===== src/rtl/hreg_pkg.sv =====
package hreg_pkg;
  // direct location codes on the 2-bit host address
  typedef enum logic [1:0] {
    LOC_INDEX  = 2'd0,
    LOC_WINDOW = 2'd1,
    LOC_STATUS = 2'd2,
    LOC_DATA   = 2'd3
  } hloc_e;
endpackage


===== src/rtl/hreg_index.sv =====
module hreg_index #(
  parameter int DW = 8
) (
  input  logic          clk,
  input  logic          rst_n,
  input  logic          we,
  input  logic [DW-1:0] wdata,
  output logic [DW-1:0] idx_q
);
  logic [DW-1:0] idx_d;

  always_comb begin
    idx_d = idx_q;
    if (we) idx_d = wdata;
  end

  always_ff @(posedge clk or negedge rst_n) begin
    if (!rst_n) idx_q <= '0;
    else        idx_q <= idx_d;
  end

  AST_IDX_HOLD: assert property (@(posedge clk) disable iff (!rst_n)
    !we |=> $stable(idx_q));
  AST_IDX_LOAD: assert property (@(posedge clk) disable iff (!rst_n)
    we |=> idx_q == $past(wdata));
endmodule


===== src/rtl/hreg_bank.sv =====
module hreg_bank #(
  parameter int DW   = 8,
  parameter int IDXW = 4,
  localparam int NREG = 1 << IDXW
) (
  input  logic               clk,
  input  logic               rst_n,
  input  logic               we,
  input  logic [IDXW-1:0]    sel,
  input  logic [DW-1:0]      wdata,
  output logic [DW-1:0]      rdata,
  output logic [NREG*DW-1:0] flat
);
  logic [DW-1:0]   reg_q [NREG];
  logic [NREG-1:0] wr_vec;

  // one-hot write decode from the low index bits
  always_comb begin
    wr_vec = '0;
    if (we) wr_vec[sel] = 1'b1;
  end

  for (genvar k = 0; k < NREG; k++) begin : g_reg
    logic [DW-1:0] reg_d;

    always_comb begin
      reg_d = reg_q[k];
      if (wr_vec[k]) reg_d = wdata;
    end

    always_ff @(posedge clk or negedge rst_n) begin
      if (!rst_n) reg_q[k] <= '0;
      else        reg_q[k] <= reg_d;
    end

    assign flat[k*DW +: DW] = reg_q[k];

    AST_BANK_HOLD: assert property (@(posedge clk) disable iff (!rst_n)
      !wr_vec[k] |=> $stable(reg_q[k]));
  end

  assign rdata = reg_q[sel];

  AST_BANK_ONEHOT: assert property (@(posedge clk) disable iff (!rst_n)
    $onehot0(wr_vec));
endmodule


===== src/rtl/hreg_status.sv =====
module hreg_status #(
  parameter int DW = 8,
  localparam int SW = DW - 1
) (
  input  logic          clk,
  input  logic          rst_n,
  input  logic          clr,
  input  logic          evt,
  input  logic          tick,
  input  logic [SW-1:0] stat_in,
  output logic [DW-1:0] status_q
);
  logic          irq_q, irq_d;
  logic [SW-1:0] snap_q, snap_d;

  // the event wins over a clear in the same cycle
  always_comb begin
    irq_d = irq_q;
    if (clr) irq_d = 1'b0;
    if (evt) irq_d = 1'b1;
  end

  always_comb begin
    snap_d = snap_q;
    if (tick) snap_d = stat_in;
  end

  always_ff @(posedge clk or negedge rst_n) begin
    if (!rst_n) begin
      irq_q  <= 1'b0;
      snap_q <= '0;
    end else begin
      irq_q  <= irq_d;
      snap_q <= snap_d;
    end
  end

  assign status_q = {snap_q, irq_q};

  AST_IRQ_STICKY: assert property (@(posedge clk) disable iff (!rst_n)
    irq_q && !clr |=> irq_q);
  AST_IRQ_SET: assert property (@(posedge clk) disable iff (!rst_n)
    evt |=> irq_q);
  AST_IRQ_CLEAR: assert property (@(posedge clk) disable iff (!rst_n)
    clr && !evt |=> !irq_q);
  AST_STAT_HOLD: assert property (@(posedge clk) disable iff (!rst_n)
    !tick |=> $stable(snap_q));
endmodule


===== src/rtl/hreg_xfer.sv =====
module hreg_xfer #(
  parameter int DW = 8
) (
  input  logic          clk,
  input  logic          rst_n,
  input  logic          play_we,
  input  logic [DW-1:0] wdata,
  input  logic          tick,
  input  logic [DW-1:0] cap_in,
  output logic [DW-1:0] play_q,
  output logic [DW-1:0] cap_q
);
  logic [DW-1:0] play_d, cap_d;

  always_comb begin
    play_d = play_q;
    if (play_we) play_d = wdata;
    cap_d = cap_q;
    if (tick) cap_d = cap_in;
  end

  always_ff @(posedge clk or negedge rst_n) begin
    if (!rst_n) begin
      play_q <= '0;
      cap_q  <= '0;
    end else begin
      play_q <= play_d;
      cap_q  <= cap_d;
    end
  end

  AST_CAP_HOLD: assert property (@(posedge clk) disable iff (!rst_n)
    !tick |=> $stable(cap_q));
  AST_PLAY_HOLD: assert property (@(posedge clk) disable iff (!rst_n)
    !play_we |=> $stable(play_q));
endmodule


===== src/rtl/hreg_port.sv =====
module hreg_port #(
  parameter int DW   = 8,
  parameter int IDXW = 4,
  localparam int NREG = 1 << IDXW,
  localparam int SW   = DW - 1
) (
  input  logic               clk,
  input  logic               rst_n,
  input  logic [1:0]         host_addr,
  input  logic [DW-1:0]      host_wdata,
  input  logic               host_wr,
  input  logic               host_rd,
  output logic [DW-1:0]      host_rdata,
  input  logic               core_tick,
  input  logic [SW-1:0]      core_stat_in,
  input  logic [DW-1:0]      core_cap_in,
  input  logic               core_irq_evt,
  output logic [DW-1:0]      play_data,
  output logic [DW-1:0]      status_byte,
  output logic [NREG*DW-1:0] ind_regs
);
  import hreg_pkg::*;

  hloc_e         loc;
  logic          we_index, we_window, we_status, we_data;
  logic [DW-1:0] idx_q, win_rdata, cap_q;

  assign loc = hloc_e'(host_addr);

  // direct write decode
  always_comb begin
    we_index  = host_wr && (loc == LOC_INDEX);
    we_window = host_wr && (loc == LOC_WINDOW);
    we_status = host_wr && (loc == LOC_STATUS);
    we_data   = host_wr && (loc == LOC_DATA);
  end

  hreg_index #(.DW(DW)) u_index (
    .clk(clk), .rst_n(rst_n), .we(we_index), .wdata(host_wdata), .idx_q(idx_q)
  );

  hreg_bank #(.DW(DW), .IDXW(IDXW)) u_bank (
    .clk(clk), .rst_n(rst_n), .we(we_window), .sel(idx_q[IDXW-1:0]),
    .wdata(host_wdata), .rdata(win_rdata), .flat(ind_regs)
  );

  hreg_status #(.DW(DW)) u_status (
    .clk(clk), .rst_n(rst_n), .clr(we_status), .evt(core_irq_evt),
    .tick(core_tick), .stat_in(core_stat_in), .status_q(status_byte)
  );

  hreg_xfer #(.DW(DW)) u_xfer (
    .clk(clk), .rst_n(rst_n), .play_we(we_data), .wdata(host_wdata),
    .tick(core_tick), .cap_in(core_cap_in), .play_q(play_data), .cap_q(cap_q)
  );

  // combinational read path, quiet while no read strobe
  always_comb begin
    host_rdata = '0;
    if (host_rd) begin
      unique case (loc)
        LOC_INDEX:  host_rdata = idx_q;
        LOC_WINDOW: host_rdata = win_rdata;
        LOC_STATUS: host_rdata = status_byte;
        LOC_DATA:   host_rdata = cap_q;
        default:    host_rdata = '0;
      endcase
    end
  end

  AST_RDATA_IDLE: assert property (@(posedge clk) disable iff (!rst_n)
    !host_rd |-> host_rdata == '0);
  AST_ONE_WRITE: assert property (@(posedge clk) disable iff (!rst_n)
    $countones({we_index, we_window, we_status, we_data}) <= 1);
  AST_DATA_READ_CAP: assert property (@(posedge clk) disable iff (!rst_n)
    host_rd && loc == LOC_DATA |-> host_rdata == cap_q);
endmodule


===== config.mk =====
export PLATFORM = sky130hd
export DESIGN_NAME = hreg_port
export DESIGN_NICKNAME = d
export VERILOG_FILES = /design/src/rtl/hreg_pkg.sv /design/src/rtl/hreg_index.sv /design/src/rtl/hreg_bank.sv /design/src/rtl/hreg_status.sv /design/src/rtl/hreg_xfer.sv /design/src/rtl/hreg_port.sv
export SDC_FILE = /design/constraint.sdc
export NUM_CORES = 1
export LEC_CHECK = 0
export BUFFER_PORTS_ARGS = -buffer_cell sky130_fd_sc_hd__buf_2
export CORE_UTILIZATION = 50
export CTS_CLUSTER_DIAMETER = 100
export DETAILED_ROUTE_END_ITERATION = 16
export PLACE_DENSITY_LB_ADDON = 0.25
export SETUP_SLACK_MARGIN = 0.15
export SLEW_MARGIN = 10
export SYNTH_ARGS = -nofsm -noshare
export SYNTH_HDL_FRONTEND = slang
export SYNTH_HIERARCHICAL = 1
export SYNTH_SLANG_ARGS = --single-unit

===== constraint.sdc =====
create_clock -name clk -period 5.3 [get_ports clk]
set_input_delay 0.53 -clock clk [delete_from_list [all_inputs] [get_ports clk]]
set_output_delay 0.53 -clock clk [all_outputs]
set_load 0.02 [all_outputs]

==> flow_summary.yaml, run 1 <==
die:
  io_pins: 183
  die-area_um2: 15400
  start_util: 0.513
  row_count: 44
  die_w_um: 124
  fp.coreArea_um2: 14500
  fp.dieH_um: 124
critical_path:
  cp_num_buf_inv: 2
  crit_path_end_kind: "primary output"
  slowest_delay_ns: 0.85
  critPathTopFamily: "flip-flops"
  start_kind: "flop"
  arrival_ns: 3.19
  critical_path_class: "flop to primary output"
  path_max_fanout: 24
  crit_required_ns: 4.77
  crit_chain: "buf_4 > mux4_2 > a22oi_1 > nand2_1 > mux2i_1 > o22ai_1 > buf_2"
  crit_slowest_cell: "dfrtp_2"
timing:
  slew_violations: 0
  tightest_slew_ns: 1.02
  max_freq_mhz: 269
  hold_viol: 0
  fin_ws_ns: 1.58
  finalSetupTns_ns: 0
  timing.final.crit_share: 0.702
  final-setup-viol-count: 0
  min_period_ns: 3.72
  finClkSkew_ns: 0.0107
  max_slew_margin: 0.321
  grt_setup_unrepaired: "no"
place:
  io_buffers: 182
  dp_slack_ns: 1.97
  placed_cells: 805
  post_dp_cell_area_um2: 8430
  gp_congestion: 0.864
  dp_hpwl_um: 13200
routing:
  via_count: 4820
  drc: 0
  drt_pass1_iterations: 4
  finalWirelength_um: 19400
  viasPerCell: 5.76
  postRouteAntennaNets: 0
  drt-initial-drc-count: 246
  wl_per_cell_um: 23.2
clock_tree:
  cts_tree: "done"
  clock_path_buffers: 2
  htree_levels: 4
  cts_setup_buffers: 0
  clkTransAtPathRegs_ns: 0.06
  cts_inserted_buffers: 17
  post_cts_resized: 0
  insertion_delay_ns: 0.43
  root_buffer: "clkbuf_16"
  cts.sinks: 160
  postCtsHoldBufs: 0
yosys:
  ys_ff_latch: 160
  synth_nets: 500
  yosysUniqueCellTypes: 29
  synthFlopType: "dfrtp_1"
  postSynthAreaPerCell_um2: 15.9
  yosysWarnings: 6
  synth_edf_count: 0
  ys_seq_area_frac: 0.537
  syn_inst: 469
  syn_area_um2: 7450
  async_flop_share: 1.00
cells_and_area:
  design_area_um2: 9030
  nFillCells: 1108
  antennaDiodeCount: 0
  multiInputGateArea_um2: 3250
  seqCellArea_um2: 4010
  fin_nets: 671
  drive_gt1_frac: 0.645
  syn_to_final_growth_pct: 21.2
  final_cells: 837
grt:
  grt.overflow.total: 0
  grt_max_degree: 108
  grt_pass1_vias: 4996
  antenna_found_initial: 0
  grt_pass1_wl_um: 29000
  track_usage: 0.264
power_and_ir_drop:
  power_density_nw_per_um2: 508
  p_leak_nw: 4.54
  ir_worst_vdd_v: 0.000280
run_status:
  outcome: "finished, final reports clean"
hold_path:
  min_path_type: "input port to async pin"
run:
  cap_violations: 0
[power breakdown]
group          internal [mW]  switching, mW
registers               1.54          0.322
clock network          0.757          0.491
logic                  0.681          0.799
[cell usage after synthesis, types with 2 or more instances]
library cell  count  share of area
dfrtp_1         160           0.54
mux2_4           31          0.062
nand2_1          12         0.0060
nor2b_1           2         0.0017
buf_6             7          0.011
nor3_2            6         0.0081
mux2_2          128           0.19
nor2_1            2         0.0010
buf_4             5         0.0050
or3_1             2         0.0017
buf_2             5         0.0034
a22oi_1          16          0.016
nand3_1           2         0.0013
nand2b_1          4         0.0034
clkbuf_1         14         0.0071
o22ai_1           8         0.0067
nor2_2            6         0.0050
mux4_2           32          0.097
mux2i_1          16          0.021
nand3b_1          2         0.0020
[routing by layer]
metal	global-route usage	share of wire
met5	0	0
met4	0.0722	0.0083
met2	0.425	0.49
met1	0.351	0.43
met3	0.0733	0.066
[final cells by class]
cell class,instances,area share
repair buffers,184,0.103
multi-input cells,276,0.360
inverters,1,0.000416
clock buffers,20,0.0495
well taps,184,0.0255
clock inverters,12,0.0177
flip-flops and latches,160,0.444
[path summary, 6_finish.rpt]
path | startpoint | to | slack (ns) | cells past startpoint
worst max-delay path | u_index/idx_q[0] | host_rdata[3] | 1.58 | 7
worst min-delay path | rst_n | u_xfer/cap_q[3] | 0.22 | 1
worst max register to register | u_index/idx_q[1] | u_bank/flat[26] | 2.61 | 3
worst min register to register | u_xfer/play_q[0] | u_xfer/play_q[0] | 0.51 | 1
max in group asynchronous | rst_n | u_index/idx_q[1] | 3.73 | 2
min in group clk | core_irq_evt | u_status/irq_q | 0.29 | 2
[cells by family (layout without fill, tap and decap cells)]
logic type | count (synthesis) | in the layout | synth area share
muxes | 207 | 207 | 0.374
DFF | 160 | 160 | 0.537
and+or+nand+nor | 44 | 44 | 0.0379
buffers and inverters | 33 | 217 | 0.0270
AOI/OAI and AO/OA | 25 | 25 | 0.0238
[cell usage in the layout, fill, tap and decap left out, types with 3 or more instances in the layout]
master,instances
a22oi_1,16
nand2b_1,4
mux2i_1,16
nand2_1,12
clkbuf_16,17
clkinv_4,5
dfrtp_1,158
mux2_4,31
mux2_2,128
bufinv_16,3
mux4_2,32
nor2_2,6
buf_2,181
o22ai_1,8
nor3_2,6
[through the flow]
step	power, mW	hold WS (ns)	utilization
3_3_place_gp	3.32	0.489	0.580
3_5_place_dp	3.36	0.493	0.580
5_1_grt	4.81	0.289	0.621
4_1_cts	4.62	0.268	0.621
2_1_floorplan	2.80	0.234	-
6_report	4.59	0.218	0.621
[flip-flops by register name (all words and copies together) (netlist names)]
register         cells
u_bank/flat        128
u_index/idx_q        8
u_xfer/cap_q         8
u_xfer/play_q        8
u_status/snap_q      7
u_status/irq_q       1
Note: power is estimated with default switching activity, not from simulation.
==> run 2: changes to the inputs <==
--- a/config.mk
+++ b/config.mk
@@ -5,8 +5,9 @@
 export SDC_FILE = /design/constraint.sdc
 export NUM_CORES = 1
 export LEC_CHECK = 0
+export ABC_AREA = 1
 export BUFFER_PORTS_ARGS = -buffer_cell sky130_fd_sc_hd__buf_2
-export CORE_UTILIZATION = 50
+export CORE_UTILIZATION = 49
 export CTS_CLUSTER_DIAMETER = 100
 export DETAILED_ROUTE_END_ITERATION = 16
 export PLACE_DENSITY_LB_ADDON = 0.25
==> constraint.sdc (replaced) <==
create_clock -name clk -period 3.2 [get_ports clk]
set_input_delay 0.32 -clock clk [delete_from_list [all_inputs] [get_ports clk]]
set_output_delay 0.32 -clock clk [all_outputs]
set_load 0.02 [all_outputs]
==> flow_summary.yaml, run 2 <==
run_status:
  outcome: "finished, final reports clean"
power_and_ir_drop:
  ir_worst_vdd_v: 0.000396
  p_int_mw: 4.55
  p_clk_frac: 0.270
  power_density_nw_per_um2: 805
  switchingPower_mw: 2.95
  switching_share: 0.393
  p_leak_nw: 5.33
  p_comb_frac: 0.332
  power_mw: 7.50
  seq_power_share: 0.398
cells_and_area:
  syn_to_final_growth_pct: 21.3
  final_cells: 1431
  nFillCells: 1489
  design_area_um2: 9320
  antennaDiodeCount: 0
  final_common_cell: "nand2_1"
  mostFrequentLayoutCells: "nand2_1, buf_2, dfrtp_1"
  drive_gt1_frac: 0.208
  largest_register_ffs: 128
  fin_nets: 1239
yosys:
  postSynthAreaPerCell_um2: 7.36
  syn_area_um2: 7680
  yosysUniqueCellTypes: 23
  synth_nets: 1075
  synth_area_leaders: "dfrtp_1, nand2_1, a21oi_1, o21ai_0, nor2_1"
  ys_seq_area_frac: 0.521
  yosysWarnings: 6
  netlist.area_leader.share: 0.521
  syn_inst: 1044
  async_flop_share: 1.00
  synth_common_cells: "nand2_1, dfrtp_1, nor2_1"
  post-synth-top-count-cell: "nand2_1"
  synthFlopType: "dfrtp_1"
  synth_edf_count: 0
  ys_ff_latch: 160
  synth_area_leader_cell: "dfrtp_1"
routing:
  via_count: 7368
  drt_pass1_iterations: 5
  wl_per_cell_um: 16.2
  finalWirelength_um: 23200
  postRouteAntennaNets: 0
  viasPerCell: 5.15
  drc: 0
  drt-initial-drc-count: 674
run:
  cap_violations: 0
grt:
  antenna_found_initial: 0
  grt_max_degree: 68
  grt_pass1_vias: 6828
  track_usage: 0.302
  grt_pass1_wl_um: 36800
  grt.overflow.total: 0
die:
  row_count: 45
  fp.dieH_um: 127
  die-area_um2: 16200
  io_pins: 183
  fp.coreArea_um2: 15300
  die_w_um: 127
  start_util: 0.503
timing:
  tightest_slew_ns: 0.860
  timing.final.crit_share: 0.865
  min_period_ns: 2.77
  max_slew_margin: 0.426
  grt_setup_unrepaired: "no"
  finalSetupTns_ns: 0
  finClkSkew_ns: 0.00574
  max_freq_mhz: 361
  hold_viol: 0
  slew_violations: 0
  final-setup-viol-count: 0
critical_path:
  crit_path_end_kind: "primary output"
  crit_chain: "buf_4 > nand2_1 > nand2_1 > nand2_1 > nand2_1 > nand2_1 > nand2_1 > inv_1 > nand2_1 > nand3_1 > nand2_1 > nor2_1 > nor2_1 > buf_2"
  setup.worst_path.start: "u_index/idx_q[0]"
  path_max_fanout: 49
  slowest_delay_ns: 0.46
  crit_slowest_cell: "buf_4"
  arrival_ns: 2.45
  crit_required_ns: 2.88
  path_common_cell: "nand2_1"
  critical_path_class: "flop to primary output"
  reg2reg_from: "u_index/idx_q[1]"
  start_kind: "flop"
clock_tree:
  postCtsHoldBufs: 1
  cts.sinks: 160
  htree_levels: 4
  cts_setup_buffers: 0
  insertion_delay_ns: 0.43
  cts_tree: "done"
  cts_inserted_buffers: 17
  post_cts_resized: 0
  root_buffer: "clkbuf_16"
  clock_path_buffers: 2
  clkTransAtPathRegs_ns: 0.06
place:
  io_buffers: 182
  gp_congestion: 0.909
  dp_hpwl_um: 16000
  post_dp_cell_area_um2: 8720
  placed_cells: 1399
hold_path:
  min_path_type: "input port to flop"
  min_from: "core_irq_evt"
-- run 2: cell count changes in the layout (fill, tap and decap cells not counted), moves of 17 or more --
cell,previous run,this run
a21oi_1,0,55
inv_1,1,36
mux2_2,128,0
mux2_4,31,0
mux4_2,32,0
nand2_1,12,535
nand3_1,2,19
nor2_1,2,67
o21ai_0,0,53
o21ai_1,0,35
-- run 2: area by class of cell --
cell class / instances / area [um2] / area share
Timing Repair Buffer: 201 / 1090 / 0.117
Sequential cell: 160 / 4010 / 0.430
Inverter: 47 / 180 / 0.0193
Clock inverter: 9 / 106 / 0.0114
Clock buffer: 22 / 484 / 0.0520
Multi-Input combinational cell: 781 / 3190 / 0.343
Tap cell: 211 / 264 / 0.0283
-- run 2: per-layer routing --
metal	wire length, um	vias to the layer above	GRT usage	part of all wire
met4	423	0	0.117	0.018
li1	-	3580	-	-
met3	1710	38	0.0603	0.074
met2	10700	305	0.458	0.46
met5	0	-	0	0
met1	10400	3445	0.429	0.45
-- run 2: critical path, delay by kind of cell, from the launching register on --
family                 cells  cell delay (ns)
buffers and inverters      3             0.67
flip-flops                 1             0.38
AND/OR/NAND/NOR           11             0.93
-- run 2: kinds of logic after synthesis --
logic type	after synthesis	synth area share
buf+inv	103	0.0631
simple gates	638	0.322
flops	160	0.521
compound gates	143	0.0932
-- run 2: power groups by stage --
stage | clock network, mW | logic, mW | registers [mW]
global placement | 0 | 2.44 | 3.00
global route | 2.15 | 2.75 | 3.04
detailed placement | 0 | 2.48 | 3.00
floorplan | 0 | 1.01 | 3.49
finish | 2.03 | 2.49 | 2.98
CTS | 2.05 | 2.49 | 2.97
-- run 2: final timing paths --
check                              endpoint  slack, ns  depth (start not counted)
setup / recovery              host_rdata[1]       0.43                         14
hold / removal               u_status/irq_q       0.09                          3
setup reg to reg            u_bank/flat[56]       0.92                          6
hold reg to reg            u_index/idx_q[4]       0.47                          2
max in group asynchronous   u_bank/flat[79]       1.95                          3
min in group asynchronous   u_bank/flat[23]       0.43                          2
-- run 2: per-stage QoR --
step	worst slack, ns	util	hold WS, ns
floorplan	1.15	-	0.0244
global placement	0.683	0.571	0.335
detailed placement	0.676	0.571	0.334
CTS	0.446	0.611	0.0674
global route	0.225	0.611	0.0744
finish	0.432	0.611	0.0865
==> run 3: changes to the inputs <==
--- a/config.mk
+++ b/config.mk
@@ -7,6 +7,7 @@
 export LEC_CHECK = 0
 export ABC_AREA = 1
 export BUFFER_PORTS_ARGS = -buffer_cell sky130_fd_sc_hd__buf_2
+export CORE_MARGIN = 10
 export CORE_UTILIZATION = 49
 export CTS_CLUSTER_DIAMETER = 100
 export DETAILED_ROUTE_END_ITERATION = 16
==> flow_summary.yaml, run 3 (synthesis results as in run 2) <==
run_status:
  outcome: "finished, violations left"
  violations: "hold timing"
grt:
  grt_max_degree: 93
  grt_pass1_vias: 6947
  grt.overflow.total: 0
  grt_pass1_wl_um: 39100
  track_usage: 0.231
  antenna_found_initial: 0
critical_path:
  crit_slowest_cell: "buf_4"
  crit_path_end_kind: "primary output"
  crit_chain: "buf_4 > nand2_1 > nand2_1 > nand2_1 > nand2_1 > nand2_1 > nand2_1 > inv_1 > nand2_1 > nand3_1 > nand2_1 > nor2_1 > nor2_1 > buf_2"
  reg2reg_from: "u_index/idx_q[1]"
  cp_num_buf_inv: 3
  path_common_cell: "nand2_1"
  path_max_fanout: 51
  r2r-end: "u_bank/flat[32]"
  start_kind: "flop"
  arrival_ns: 2.48
  critPathTopFamily: "simple AND/OR/NAND/NOR gates"
  critical_path_class: "flop to primary output"
  rr_worst_depth: 5
  slowest_delay_ns: 0.49
  crit_required_ns: 2.88
  rrSetupSlack_ns: 1.16
timing:
  fin_ws_ns: 0.402
  slew_violations: 0
  hold_viol: 32
  holdWs_ns: -0.0405
  grt_setup_unrepaired: "no"
  tightest_slew_ns: 0.858
  timing.final.crit_share: 0.874
  max_slew_margin: 0.427
  min_period_ns: 2.80
  finClkSkew_ns: 0.00803
  final-setup-viol-count: 0
  finalSetupTns_ns: 0
  max_freq_mhz: 357
place:
  gp_congestion: 0.944
  io_buffers: 182
  dp_slack_ns: 0.790
  dp_hpwl_um: 17700
power_and_ir_drop:
  ir_worst_vdd_v: 0.000432
  p_leak_nw: 5.31
  switching_share: 0.393
  p_clk_frac: 0.276
  p_int_mw: 4.62
  power_mw: 7.61
  power_density_nw_per_um2: 819
  p_comb_frac: 0.335
  seq_power_share: 0.389
  switchingPower_mw: 3.00
clock_tree:
  clkTransAtPathRegs_ns: 0.06
  root_buffer: "clkbuf_16"
  insertion_delay_ns: 0.43
  htree_levels: 4
  post_cts_resized: 0
  clock_path_buffers: 2
  cts_tree: "done"
  cts.sinks: 160
  postCtsHoldBufs: 0
  cts_setup_buffers: 0
  cts_inserted_buffers: 17
die:
  row_count: 45
  die-area_um2: 21100
  die_w_um: 145
  start_util: 0.503
  fp.dieH_um: 145
  io_pins: 183
  fp.coreArea_um2: 15300
routing:
  finalWirelength_um: 25000
  viasPerCell: 5.20
  postRouteAntennaNets: 0
  drt-initial-drc-count: 708
  via_count: 7421
  drc: 0
  wl_per_cell_um: 17.5
  drt_pass1_iterations: 6
cells_and_area:
  final_common_cell: "nand2_1"
  postLayoutCoreUtil: 0.610
  fin_nets: 1235
  drive_gt1_frac: 0.204
  largest_register_ffs: 128
  mostFrequentLayoutCells: "nand2_1, buf_2, dfrtp_1"
  syn_to_final_growth_pct: 21.1
  antennaDiodeCount: 0
hold_path:
  min_path_type: "input port to async pin"
run:
  cap_violations: 0
## run 3: area by class of cell
class	count	area (um2)
clock buffer	21	440
multi-input combinational	781	3190
timing repair buffer	197	1050
clock inverter	10	163
fill	1453	5960
inverter	47	181
tap	211	264
sequential	160	4010
## run 3: worst register-to-register path, cell delays in order (launching register included)
cell     delay, ns
dfrtp_1       0.53
buf_4         0.30
nor3_2        0.39
nand2_1       0.39
nand2_1       0.17
o21ai_0       0.10
## run 3: power groups by stage
stage	logic (mW)	clock network, mW	registers, mW
finish	2.55	2.10	2.96
global route	2.82	2.20	3.04
CTS	2.57	2.12	2.96
detailed placement	2.56	0	2.99
global placement	2.52	0	2.99
floorplan	1.01	0	3.49
## run 3: worst max-delay path by stage
stage               depth (start not counted)         endpoint  slack [ns]        startpoint
floorplan                                  15    host_rdata[6]        1.15  u_index/idx_q[0]
global placement                            9  u_bank/flat[32]        0.82      host_addr[0]
global route                               14    host_rdata[4]        0.19  u_index/idx_q[0]
detailed placement                          9  u_bank/flat[61]        0.79      host_addr[0]
CTS                                        12    host_rdata[4]        0.38  u_index/idx_q[1]
finish                                     14    host_rdata[4]        0.40  u_index/idx_q[0]
## run 3: per-stage QoR
step / cells / hold WS [ns] / cell area (um2)
final: 1427 / -0.0405 / 9300
after global routing: 1427 / 0.0306 / 9300
after CTS: 1427 / 0.00649 / 9300
after detailed placement: 1396 / 0.457 / 8700
after global placement: 1396 / 0.451 / 8700
after floorplan: 1044 / 0.0244 / 7680
## run 3: layer usage
layer,share of wire,global-route usage,up-vias
li1,-,-,3587
met1,0.43,0.308,3464
met2,0.46,0.353,329
met3,0.083,0.0667,41
met4,0.025,0.0829,0
met5,0,0,-
